File: src/rtl/lkd_pkg.sv
package lkd_pkg;

  typedef enum logic [1:0] {
    ST_HUNT    = 2'd0,
    ST_CONFIRM = 2'd1,
    ST_LOCKED  = 2'd2
  } lock_state_e;

  typedef struct packed {
    logic sync_hit;
    logic clk_ok;
  } frame_flags_t;

endpackage

File: src/rtl/lkd_window.sv
module lkd_window #(
  parameter int FRAME_W = 12
) (
  input  logic               clk,
  input  logic               rst_n,
  input  logic               clr,
  input  logic               shift_en,
  input  logic               bit_in,
  output logic [FRAME_W-1:0] win_next
);

  logic [FRAME_W-1:0] win_q;

  // newest bit enters at the top, oldest bit sits at index 0
  assign win_next = {bit_in, win_q[FRAME_W-1:1]};

  always_ff @(posedge clk or negedge rst_n) begin
    if (!rst_n) begin
      win_q <= '0;
    end else if (clr) begin
      win_q <= '0;
    end else if (shift_en) begin
      win_q <= win_next;
    end
  end

endmodule

File: src/rtl/lkd_frame_eval.sv
module lkd_frame_eval
  import lkd_pkg::*;
#(
  parameter int DATA_W  = 10,
  localparam int FRAME_W = DATA_W + 2
) (
  input  logic [FRAME_W-1:0] win,
  output frame_flags_t       flags,
  output logic [DATA_W-1:0]  payload
);

  logic [FRAME_W-1:0] sync_pat;

  // sync frame: first half of the bits are ones, second half zeros
  for (genvar i = 0; i < FRAME_W; i++) begin : g_sync
    if (i < FRAME_W / 2) begin : g_one
      assign sync_pat[i] = 1'b1;
    end else begin : g_zero
      assign sync_pat[i] = 1'b0;
    end
  end

  assign flags.sync_hit = (win == sync_pat);
  assign flags.clk_ok   = win[0] & ~win[FRAME_W-1];
  assign payload        = win[FRAME_W-2:1];

endmodule

File: src/rtl/lkd_lock_fsm.sv
module lkd_lock_fsm
  import lkd_pkg::*;
#(
  parameter int FRAME_W     = 12,
  parameter int SYNC_FRAMES = 2,
  parameter int LOSS_FRAMES = 4,
  localparam int PH_W  = $clog2(FRAME_W),
  localparam int SC_W  = $clog2(SYNC_FRAMES + 1),
  localparam int EC_W  = $clog2(LOSS_FRAMES + 1)
) (
  input  logic         clk,
  input  logic         rst_n,
  input  logic         clr,
  input  logic         bit_en,
  input  frame_flags_t flags,
  output logic         locked,
  output logic         emit
);

  localparam logic [PH_W-1:0] PH_LAST  = PH_W'(FRAME_W - 1);
  localparam logic [SC_W-1:0] SC_NEED  = SC_W'(SYNC_FRAMES);
  localparam logic [EC_W-1:0] EC_LIMIT = EC_W'(LOSS_FRAMES - 1);

  lock_state_e     st_q, st_d;
  logic [PH_W-1:0] ph_q, ph_d;
  logic [SC_W-1:0] sc_q, sc_d;
  logic [EC_W-1:0] ec_q, ec_d;
  logic            boundary;

  assign boundary = bit_en && (ph_q == PH_LAST);
  assign locked   = (st_q == ST_LOCKED);
  assign emit     = boundary && locked && flags.clk_ok;

  always_comb begin
    st_d = st_q;
    ph_d = ph_q;
    sc_d = sc_q;
    ec_d = ec_q;
    if (bit_en) begin
      ph_d = (ph_q == PH_LAST) ? '0 : ph_q + 1'b1;
      unique case (st_q)
        ST_HUNT: begin
          if (flags.sync_hit) begin
            ph_d = '0;
            ec_d = '0;
            if (SYNC_FRAMES <= 1) begin
              st_d = ST_LOCKED;
              sc_d = '0;
            end else begin
              st_d = ST_CONFIRM;
              sc_d = SC_W'(1);
            end
          end
        end
        ST_CONFIRM: begin
          if (boundary) begin
            if (flags.sync_hit) begin
              if (sc_q + 1'b1 >= SC_NEED) begin
                st_d = ST_LOCKED;
                sc_d = '0;
                ec_d = '0;
              end else begin
                sc_d = sc_q + 1'b1;
              end
            end else begin
              st_d = ST_HUNT;
              sc_d = '0;
            end
          end
        end
        ST_LOCKED: begin
          if (boundary) begin
            if (flags.clk_ok) begin
              ec_d = '0;
            end else if (ec_q >= EC_LIMIT) begin
              st_d = ST_HUNT;
              ec_d = '0;
            end else begin
              ec_d = ec_q + 1'b1;
            end
          end
        end
        default: begin
          st_d = ST_HUNT;
        end
      endcase
    end
  end

  always_ff @(posedge clk or negedge rst_n) begin
    if (!rst_n) begin
      st_q <= ST_HUNT;
      ph_q <= '0;
      sc_q <= '0;
      ec_q <= '0;
    end else if (clr) begin
      st_q <= ST_HUNT;
      ph_q <= '0;
      sc_q <= '0;
      ec_q <= '0;
    end else begin
      st_q <= st_d;
      ph_q <= ph_d;
      sc_q <= sc_d;
      ec_q <= ec_d;
    end
  end

endmodule

File: src/rtl/lkd_deser_lock.sv
module lkd_deser_lock
  import lkd_pkg::*;
#(
  parameter int DATA_W      = 10,
  parameter int SYNC_FRAMES = 2,
  parameter int LOSS_FRAMES = 4,
  localparam int FRAME_W    = DATA_W + 2
) (
  input  logic              clk,
  input  logic              rst_n,
  input  logic              pwrdn_n,
  input  logic              bit_en,
  input  logic              bit_in,
  output logic              no_lock,
  output logic              out_en,
  output logic              word_valid,
  output logic [DATA_W-1:0] word_data
);

  logic               clr;
  logic [FRAME_W-1:0] win_next;
  frame_flags_t       flags;
  logic [DATA_W-1:0]  payload;
  logic               locked;
  logic               emit;

  assign clr = ~pwrdn_n;

  lkd_window #(.FRAME_W(FRAME_W)) u_win (
    .clk      (clk),
    .rst_n    (rst_n),
    .clr      (clr),
    .shift_en (bit_en),
    .bit_in   (bit_in),
    .win_next (win_next)
  );

  lkd_frame_eval #(.DATA_W(DATA_W)) u_eval (
    .win     (win_next),
    .flags   (flags),
    .payload (payload)
  );

  lkd_lock_fsm #(
    .FRAME_W     (FRAME_W),
    .SYNC_FRAMES (SYNC_FRAMES),
    .LOSS_FRAMES (LOSS_FRAMES)
  ) u_fsm (
    .clk    (clk),
    .rst_n  (rst_n),
    .clr    (clr),
    .bit_en (bit_en),
    .flags  (flags),
    .locked (locked),
    .emit   (emit)
  );

  always_ff @(posedge clk or negedge rst_n) begin
    if (!rst_n) begin
      word_valid <= 1'b0;
      word_data  <= '0;
    end else if (clr) begin
      word_valid <= 1'b0;
      word_data  <= '0;
    end else begin
      word_valid <= emit;
      if (emit) begin
        word_data <= payload;
      end
    end
  end

  assign no_lock = ~locked;
  assign out_en  = locked;

endmodule

File: config.mk
export PLATFORM = sky130hd
export DESIGN_NAME = lkd_deser_lock
export DESIGN_NICKNAME = d
export VERILOG_FILES = /design/src/rtl/lkd_pkg.sv /design/src/rtl/lkd_window.sv /design/src/rtl/lkd_frame_eval.sv /design/src/rtl/lkd_lock_fsm.sv /design/src/rtl/lkd_deser_lock.sv
export SDC_FILE = /design/constraint.sdc
export NUM_CORES = 1
export LEC_CHECK = 0
export BUFFER_PORTS_ARGS = -buffer_cell sky130_fd_sc_hd__buf_2
export CAP_MARGIN = 20
export CORE_AREA = 5 5 80 82
export CTS_BUF_LIST = sky130_fd_sc_hd__clkbuf_4 sky130_fd_sc_hd__clkbuf_8 sky130_fd_sc_hd__clkbuf_16
export DETAILED_ROUTE_END_ITERATION = 8
export DIE_AREA = 0 0 85 87
export MAX_ROUTING_LAYER = met4
export PLACE_DENSITY = 0.5
export SYNTH_ARGS = -nofsm -noshare
export SYNTH_HDL_FRONTEND = slang
export SYNTH_SLANG_ARGS = --single-unit
File: constraint.sdc
create_clock -name clk -period 5.15 [get_ports clk]
set_input_delay 1.03 -clock clk [delete_from_list [all_inputs] [get_ports clk]]
set_output_delay 1.03 -clock clk [all_outputs]
set_load 0.1 [all_outputs]
==> metrics.txt, run 1 <==
# TYPE chip_impl_metric gauge
chip_impl_info{name="run_status",value="completed"} 1
chip_impl_metric{name="die_area",unit="µm²"} 7400
chip_impl_metric{name="tns_setup",unit="ps"} 0
chip_impl_metric{name="floorplan.rows",unit=""} 28
chip_impl_metric{name="cellPowerDensity",unit="nW/µm²"} 336
chip_impl_metric{name="grt_max_degree",unit=""} 34
chip_impl_info{name="mostFrequentLayoutCell",value="sky130_fd_sc_hd__dfrtp_1"} 1
chip_impl_metric{name="count_of_different_cell_masters_after_synthesis",unit=""} 41
chip_impl_metric{name="drtPass1Iterations",unit=""} 4
chip_impl_info{name="cp_top_family",value="buffers and inverters"} 1
chip_impl_metric{name="timing.critical_path.fanout_max",unit=""} 7
chip_impl_metric{name="number_of_antenna_violations_at_the_first_check_in_global_routing",unit=""} 0
chip_impl_metric{name="final_util",unit=""} 0.329
chip_impl_metric{name="synthesized_area_per_cell",unit="µm²"} 11.1
chip_impl_metric{name="num_vias",unit=""} 1175
chip_impl_metric{name="cts_inserted_buffers",unit=""} 5
chip_impl_metric{name="post_cts_hold_buffer_count",unit=""} 0
chip_impl_metric{name="ctsHtreeMaxLevel",unit=""} 2
chip_impl_metric{name="cap_viol_max_count",unit=""} 0
chip_impl_info{name="layout_common_cells",value="sky130_fd_sc_hd__dfrtp_1 (33), sky130_fd_sc_hd__nor2_1 (20), sky130_fd_sc_hd__buf_2 (18), sky130_fd_sc_hd__mux2i_1 (11)"} 1
chip_impl_metric{name="global_route_wire_length_before_repair",unit="µm"} 6240
chip_impl_metric{name="routed_wire_length",unit="µm"} 3430
chip_impl_metric{name="final.setup_skew",unit="ps"} 4.99
chip_impl_metric{name="slew-limit-headroom",unit=""} 0.486
chip_impl_metric{name="cts_num_sinks",unit=""} 33
chip_impl_metric{name="fmax",unit="MHz"} 398
chip_impl_metric{name="synth_fp_nets",unit=""} 153
chip_impl_metric{name="synth_top_area_frac",unit=""} 0.516
chip_impl_metric{name="routability_congestion_estimate",unit=""} 0.839
chip_impl_metric{name="chipHeight",unit="µm"} 87
chip_impl_metric{name="ir_drop",unit="mV"} 0.110
chip_impl_metric{name="final_max_slew_viols",unit=""} 0
chip_impl_info{name="cts_tree",value="built"} 1
chip_impl_metric{name="p_r_area_growth_vs_syn",unit="%"} 16.7
chip_impl_metric{name="finalHoldViolCount",unit=""} 0
chip_impl_metric{name="place.port_buffers",unit=""} 17
chip_impl_metric{name="grt_pass1_vias",unit=""} 1235
chip_impl_info{name="clockRootBuffer",value="sky130_fd_sc_hd__clkbuf_8"} 1
chip_impl_info{name="yosys-top-cells-area",value="sky130_fd_sc_hd__dfrtp_1 (52%), sky130_fd_sc_hd__mux2i_1 (6.9%), sky130_fd_sc_hd__a22o_1 (4.9%), sky130_fd_sc_hd__nor2_1 (4.7%), sky130_fd_sc_hd__ha_1 (3.1%)"} 1
chip_impl_metric{name="layout-drive-gt1-share",unit=""} 0.255
chip_impl_metric{name="routed_via_density",unit=""} 4.90
chip_impl_metric{name="critical_path.n_buffers_inverters",unit=""} 2
chip_impl_metric{name="worstPathArrival",unit="ps"} 1490
chip_impl_info{name="post-synth-top-area-cell",value="sky130_fd_sc_hd__dfrtp_1"} 1
chip_impl_metric{name="critical_path_required",unit="ps"} 4120
chip_impl_metric{name="grt.overflow.total",unit=""} 0
chip_impl_metric{name="finalWorstPathRequiredPeriod",unit="ps"} 2520
chip_impl_info{name="worstPathCellList",value="nand2b_2 > inv_1 > buf_2"} 1
chip_impl_metric{name="synthCells",unit=""} 144
chip_impl_metric{name="synthesis.yosys.warnings",unit=""} 0
chip_impl_metric{name="drc_errors",unit=""} 0
chip_impl_metric{name="total_leakage_power",unit="nW"} 0.935
chip_impl_info{name="setup.worst_path.end_class",value="primary output"} 1
chip_impl_metric{name="netlist_area",unit="µm²"} 1600
chip_impl_info{name="cp_slowest_cell",value="sky130_fd_sc_hd__dfrtp_1"} 1
chip_impl_metric{name="diodes",unit=""} 0
chip_impl_info{name="hold_path_class",value="reg -> reg"} 1
chip_impl_metric{name="grt.total_usage",unit=""} 0.109
chip_impl_info{name="grt_setup_unrepaired",value="no"} 1
chip_impl_info{name="critical_path_startpoint_category",value="flip-flop"} 1
chip_impl_metric{name="ys_seq_elements",unit=""} 33
chip_impl_metric{name="synth-seq-area-share",unit=""} 0.516
chip_impl_metric{name="nets_final",unit=""} 173
chip_impl_metric{name="final_min_period_over_clock_period",unit=""} 0.488
chip_impl_metric{name="post_cts.resized_instances",unit=""} 0
chip_impl_metric{name="ctsLongestPathBuffers",unit=""} 2
chip_impl_metric{name="initial_utilization",unit=""} 0.282
chip_impl_metric{name="drt-initial-drc-count",unit=""} 72
chip_impl_metric{name="synthArstFlopShare",unit=""} 1.00
chip_impl_metric{name="final.hold.worst_slack",unit="ps"} 499
chip_impl_metric{name="detail_route.wl_per_cell",unit="µm"} 14.3
chip_impl_metric{name="boundaryPins",unit=""} 18
chip_impl_metric{name="synth_enable_flop_cells",unit=""} 0
chip_impl_info{name="synth_top_flop_cell",value="sky130_fd_sc_hd__dfrtp_1"} 1
chip_impl_info{name="timing.setup.critical_path_class",value="reg -> out"} 1
chip_impl_metric{name="cts.repair_timing.setup_buffer_count",unit=""} 0
chip_impl_metric{name="insertion_delay",unit="ps"} 280
chip_impl_metric{name="cts.reportedPaths.clkPinSlew",unit="ps"} 70
chip_impl_metric{name="setup_ws",unit="ps"} 2630
chip_impl_metric{name="core_region_area",unit="µm²"} 5680
chip_impl_metric{name="max_stage_delay",unit="ps"} 450
chip_impl_metric{name="max_slew.worst_pin.slew",unit="ps"} 767
chip_impl_metric{name="hpwl",unit="µm"} 2460
chip_impl_metric{name="setup_violations",unit=""} 0
chip_impl_metric{name="totalPowerFinal",unit="W"} 0.000627
chip_impl_metric{name="fp.dieW",unit="µm"} 85
chip_impl_metric{name="preCtsSetupSlack",unit="ps"} 2370
chip_impl_metric{name="postRouteAntennaNets",unit=""} 0
==> through the flow <==
step                instance area [µm²]  cells
finish                             1870    240
global route                       1870    240
CTS                                1870    240
detailed placement                 1750    232
global placement                   1740    231
floorplan                          1600    144
==> power breakdown <==
part           total [W]  leakage (nW)  switching [W]  internal (W)
Sequential      0.000279         0.456      0.0000101      0.000269
Clock           0.000256        0.0619      0.0000934      0.000163
Combinational  0.0000920         0.417      0.0000496     0.0000424
==> cell families (layout without fill, tap and decap cells) <==
family,after synthesis,after routing,synth area share
AO/OA/AOI/OAI,32,32,0.150
XOR/XNOR,1,1,0.00548
adder cells (fa/ha/maj),4,4,0.0313
buffers and inverters,12,33,0.0391
flip-flops,33,33,0.516
multiplexers,15,15,0.0970
AND/OR/NAND/NOR,47,47,0.160
==> state kept, by name, indices dropped and copies added (netlist names) <==
name         flops
word_valid       1
u_fsm.sc_q       2
u_win.win_q     11
u_fsm.ec_q       3
word_data       10
u_fsm.ph_q       4
u_fsm.st_q       2
==> path summary, 6_finish.rpt <==
check | from | depth (start not counted) | slack (ps) | to
setup / recovery | u_fsm.st_q[0]$_DFFE_PN0P_ | 3 | 2630 | out_en
hold / removal | word_data[0]$_DFFE_PN0P_ | 1 | 500 | word_data[0]$_DFFE_PN0P_
setup reg to reg | u_win.win_q[7]$_DFFE_PN0N_ | 5 | 2950 | u_fsm.ec_q[2]$_DFFE_PN0P_
hold reg to reg | word_data[0]$_DFFE_PN0P_ | 1 | 500 | word_data[0]$_DFFE_PN0P_
max in group asynchronous | rst_n | 1 | 3880 | u_win.win_q[3]$_DFFE_PN0N_
min in group asynchronous | rst_n | 1 | 810 | u_fsm.st_q[0]$_DFFE_PN0P_
==> cells in the mapped netlist, types with 2 or more instances <==
library cell,count
sky130_fd_sc_hd__mux2_2,4
sky130_fd_sc_hd__dfrtp_1,33
sky130_fd_sc_hd__ha_1,4
sky130_fd_sc_hd__a22o_1,9
sky130_fd_sc_hd__mux2i_1,11
sky130_fd_sc_hd__nor3_1,2
sky130_fd_sc_hd__o21ai_0,6
sky130_fd_sc_hd__a21oi_1,2
sky130_fd_sc_hd__clkbuf_1,3
sky130_fd_sc_hd__inv_1,6
sky130_fd_sc_hd__a31oi_1,4
sky130_fd_sc_hd__nand4b_1,3
sky130_fd_sc_hd__nor2_1,20
sky130_fd_sc_hd__nand2_1,9
sky130_fd_sc_hd__a21o_1,2
==> routing by layer <==
metal / part of all wire / up-vias / wire [µm] / track usage
met1: 0.49 / 583 / 1680 / 0.146
met3: 0.037 / 6 / 128 / 0.0341
met4: 0.014 / 0 / 48 / 0.0345
met2: 0.46 / 27 / 1570 / 0.157
li1: - / 559 / - / -
met5: 0 / - / 0 / -
==> worst reg2reg max path: cells and delay by family (launching register included) <==
kind,cells,cell delay (ps)
AOI/OAI and AO/OA,2,520
DFF,1,430
muxes,1,380
and+or+nand+nor,2,760
==> area by class of cell <==
type,instances,area [µm²]
fill,591,3810
sequential,33,826
tap,75,93.8
clock buffer,7,90.1
inverter,7,26.3
clock inverter,1,30.0
multi-input combinational,99,711
timing repair buffer,18,90.1
No activity file was read; power rests on OpenSTA's default activity.
==> run 2, diff against run 1 <==
==> constraint.sdc (replaced) <==
create_clock -name clk -period 2.6 [get_ports clk]
set_input_delay 0.52 -clock clk [delete_from_list [all_inputs] [get_ports clk]]
set_output_delay 0.52 -clock clk [all_outputs]
set_load 0.1 [all_outputs]
==> metrics.txt, run 2 (synthesis gave the netlist of run 1 again) <==
# TYPE chip_impl_metric gauge
chip_impl_info{name="run_status",value="completed"} 1
chip_impl_metric{name="ir_drop",unit="mV"} 0.212
chip_impl_metric{name="drtPass1Iterations",unit=""} 4
chip_impl_metric{name="final.setup_skew",unit="ps"} 3.26
chip_impl_metric{name="post_cts_hold_buffer_count",unit=""} 0
chip_impl_metric{name="drt-initial-drc-count",unit=""} 58
chip_impl_info{name="grt_setup_unrepaired",value="no"} 1
chip_impl_metric{name="grt.overflow.total",unit=""} 0
chip_impl_metric{name="final_max_slew_viols",unit=""} 0
chip_impl_metric{name="setup_violations",unit=""} 0
chip_impl_metric{name="core_region_area",unit="µm²"} 5680
chip_impl_info{name="registers.top_by_ff_count",value="u_win.win_q"} 1
chip_impl_info{name="mostFrequentLayoutCell",value="sky130_fd_sc_hd__dfrtp_1"} 1
chip_impl_info{name="cp_slowest_cell",value="sky130_fd_sc_hd__or4_4"} 1
chip_impl_metric{name="cts_inserted_buffers",unit=""} 5
chip_impl_info{name="rr_endpoint",value="u_fsm.ec_q[1]$_DFFE_PN0P_"} 1
chip_impl_metric{name="setup_ws",unit="ps"} 461
chip_impl_metric{name="detail_route.wl_per_cell",unit="µm"} 13.9
chip_impl_metric{name="initial_utilization",unit=""} 0.282
chip_impl_metric{name="grt_max_degree",unit=""} 34
chip_impl_metric{name="totalPowerFinal",unit="W"} 0.00112
chip_impl_metric{name="fp.dieW",unit="µm"} 85
chip_impl_metric{name="layout-drive-gt1-share",unit=""} 0.272
chip_impl_info{name="clockRootBuffer",value="sky130_fd_sc_hd__clkbuf_8"} 1
chip_impl_metric{name="total_leakage_power",unit="nW"} 0.941
chip_impl_metric{name="max_slew.worst_pin.slew",unit="ps"} 730
chip_impl_metric{name="chipHeight",unit="µm"} 87
chip_impl_metric{name="ctsHtreeMaxLevel",unit=""} 2
chip_impl_metric{name="final_min_period_over_clock_period",unit=""} 0.823
chip_impl_metric{name="cellPowerDensity",unit="nW/µm²"} 599
chip_impl_info{name="regToRegStartpoint",value="u_win.win_q[7]$_DFFE_PN0N_"} 1
chip_impl_metric{name="ff2ff_path_depth",unit=""} 5
chip_impl_metric{name="fmax",unit="MHz"} 467
chip_impl_metric{name="cts.repair_timing.setup_buffer_count",unit=""} 0
chip_impl_metric{name="diodes",unit=""} 0
chip_impl_metric{name="critical_path.n_buffers_inverters",unit=""} 0
chip_impl_info{name="reg.largest.list",value="u_win.win_q x11, word_data x10, u_fsm.ph_q x4"} 1
chip_impl_metric{name="number_of_antenna_violations_at_the_first_check_in_global_routing",unit=""} 0
chip_impl_info{name="worstPathCellList",value="or4_4 > nor2_4 > a31oi_1 > a311oi_2 > mux2_2"} 1
chip_impl_metric{name="preCtsSetupSlack",unit="ps"} 458
chip_impl_metric{name="insertion_delay",unit="ps"} 280
chip_impl_metric{name="place.port_buffers",unit=""} 17
chip_impl_info{name="uppermost_layer_routed",value="met4"} 1
chip_impl_metric{name="routed_wire_length",unit="µm"} 3390
chip_impl_metric{name="postRouteAntennaNets",unit=""} 0
chip_impl_metric{name="met1Wirelength",unit="µm"} 1700
chip_impl_info{name="timing.setup.critical_path_class",value="reg -> reg"} 1
chip_impl_metric{name="floorplan.rows",unit=""} 28
chip_impl_metric{name="cts_num_sinks",unit=""} 33
chip_impl_info{name="hold_path_class",value="in -> async"} 1
chip_impl_metric{name="routability_congestion_estimate",unit=""} 0.826
chip_impl_metric{name="largest_register_ff_count",unit=""} 11
chip_impl_metric{name="instances_no_fill",unit=""} 244
chip_impl_info{name="layout_common_cells",value="sky130_fd_sc_hd__dfrtp_1 (33), sky130_fd_sc_hd__nor2_1 (20), sky130_fd_sc_hd__buf_2 (17), sky130_fd_sc_hd__mux2i_1 (11)"} 1
chip_impl_metric{name="timing.critical_path.fanout_max",unit=""} 5
chip_impl_metric{name="hpwl",unit="µm"} 2510
chip_impl_metric{name="ff2ff_setup_slack",unit="ps"} 460
chip_impl_metric{name="placedCellCount",unit=""} 236
chip_impl_info{name="critical_path_startpoint_category",value="flip-flop"} 1
chip_impl_metric{name="global_route_wire_length_before_repair",unit="µm"} 5730
chip_impl_metric{name="drc_errors",unit=""} 0
chip_impl_metric{name="detailroute.wirelength.met2",unit="µm"} 1490
chip_impl_metric{name="nets_final",unit=""} 177
chip_impl_metric{name="critical_path_required",unit="ps"} 2770
chip_impl_metric{name="die_area",unit="µm²"} 7400
chip_impl_info{name="cts_tree",value="built"} 1
chip_impl_metric{name="cts.reportedPaths.clkPinSlew",unit="ps"} 70
chip_impl_metric{name="grt_pass1_vias",unit=""} 1210
chip_impl_metric{name="p_r_area_growth_vs_syn",unit="%"} 16.7
chip_impl_metric{name="tns_setup",unit="ps"} 0
chip_impl_metric{name="post_cts.resized_instances",unit=""} 0
chip_impl_metric{name="worstPathArrival",unit="ps"} 2310
chip_impl_metric{name="ctsLongestPathBuffers",unit=""} 2
chip_impl_metric{name="slew-limit-headroom",unit=""} 0.513
chip_impl_metric{name="final_util",unit=""} 0.329
chip_impl_metric{name="cap_viol_max_count",unit=""} 0
chip_impl_metric{name="finalHoldViolCount",unit=""} 0
chip_impl_metric{name="finalWorstPathRequiredPeriod",unit="ps"} 2140
chip_impl_metric{name="boundaryPins",unit=""} 18
chip_impl_metric{name="num_vias",unit=""} 1187
chip_impl_info{name="cp_top_family",value="simple AND/OR/NAND/NOR gates"} 1
chip_impl_metric{name="grt.total_usage",unit=""} 0.100
chip_impl_metric{name="routed_via_density",unit=""} 4.86
chip_impl_metric{name="met3_wirelength",unit="µm"} 139
chip_impl_metric{name="max_stage_delay",unit="ps"} 570
chip_impl_info{name="setup.worst_path.end_class",value="flip-flop"} 1
## run 2: cell types whose count changed in the layout (fill, tap and decap cells not counted)
cell / previous run / this run
sky130_fd_sc_hd__clkinv_2: 0 / 2
sky130_fd_sc_hd__bufinv_16: 1 / 0
sky130_fd_sc_hd__buf_4: 0 / 5
sky130_fd_sc_hd__buf_2: 18 / 17
sky130_fd_sc_hd__clkbuf_8: 6 / 5
## run 2: worst max path at each step
| stage | slack [ps] | startpoint | end | cells past startpoint |
|---|---|---|---|---|
| 5_1_grt | 380 | u_win.win_q[7]$_DFFE_PN0N_ | u_fsm.ec_q[1]$_DFFE_PN0P_ | 5 |
| 4_1_cts | 460 | u_win.win_q[7]$_DFFE_PN0N_ | u_fsm.ec_q[1]$_DFFE_PN0P_ | 5 |
| 6_report | 460 | u_win.win_q[7]$_DFFE_PN0N_ | u_fsm.ec_q[1]$_DFFE_PN0P_ | 5 |
| 3_5_place_dp | 460 | u_win.win_q[7]$_DFFE_PN0N_ | u_fsm.ec_q[1]$_DFFE_PN0P_ | 5 |
| 2_1_floorplan | 20 | u_fsm.st_q[0]$_DFFE_PN0P_ | u_fsm.ec_q[0]$_DFFE_PN0P_ | 6 |
| 3_3_place_gp | 500 | u_win.win_q[7]$_DFFE_PN0N_ | u_fsm.ec_q[1]$_DFFE_PN0P_ | 5 |
## run 2: metal layers
metal	global-route usage	vias up
li1	-	567
met1	0.128	596
met2	0.150	19
met3	0.0293	5
met4	0.0388	0
met5	-	-
## run 2: where the power goes
part / internal (W) / switching (W)
Sequential: 0.000533 / 0.0000188
Clock: 0.000196 / 0.000184
Combinational: 0.0000876 / 0.0000980
## run 2: through the flow
step | instance area [µm²] | hold slack (ps)
final | 1870 | 290
after detailed placement | 1780 | 478
after floorplan | 1600 | 224
after global placement | 1780 | 481
after global routing | 1870 | 359
after CTS | 1870 | 311
## run 2: final cells by class
class                      instances  area, µm²
fill                             632       3810
tap                               75       93.8
multi-input combinational         99        711
clock inverter                     2       10.0
clock buffer                       6       76.3
inverter                           7       26.3
timing repair buffer              22        123
sequential                        33        826
## run 2: worst register-to-register path, cell delays in order, from the launching register on
cell and delay [ps]:
sky130_fd_sc_hd__dfrtp_1 400, sky130_fd_sc_hd__or4_4 570, sky130_fd_sc_hd__nor2_4 160, sky130_fd_sc_hd__a31oi_1 170, sky130_fd_sc_hd__a311oi_2 340, sky130_fd_sc_hd__mux2_2 380
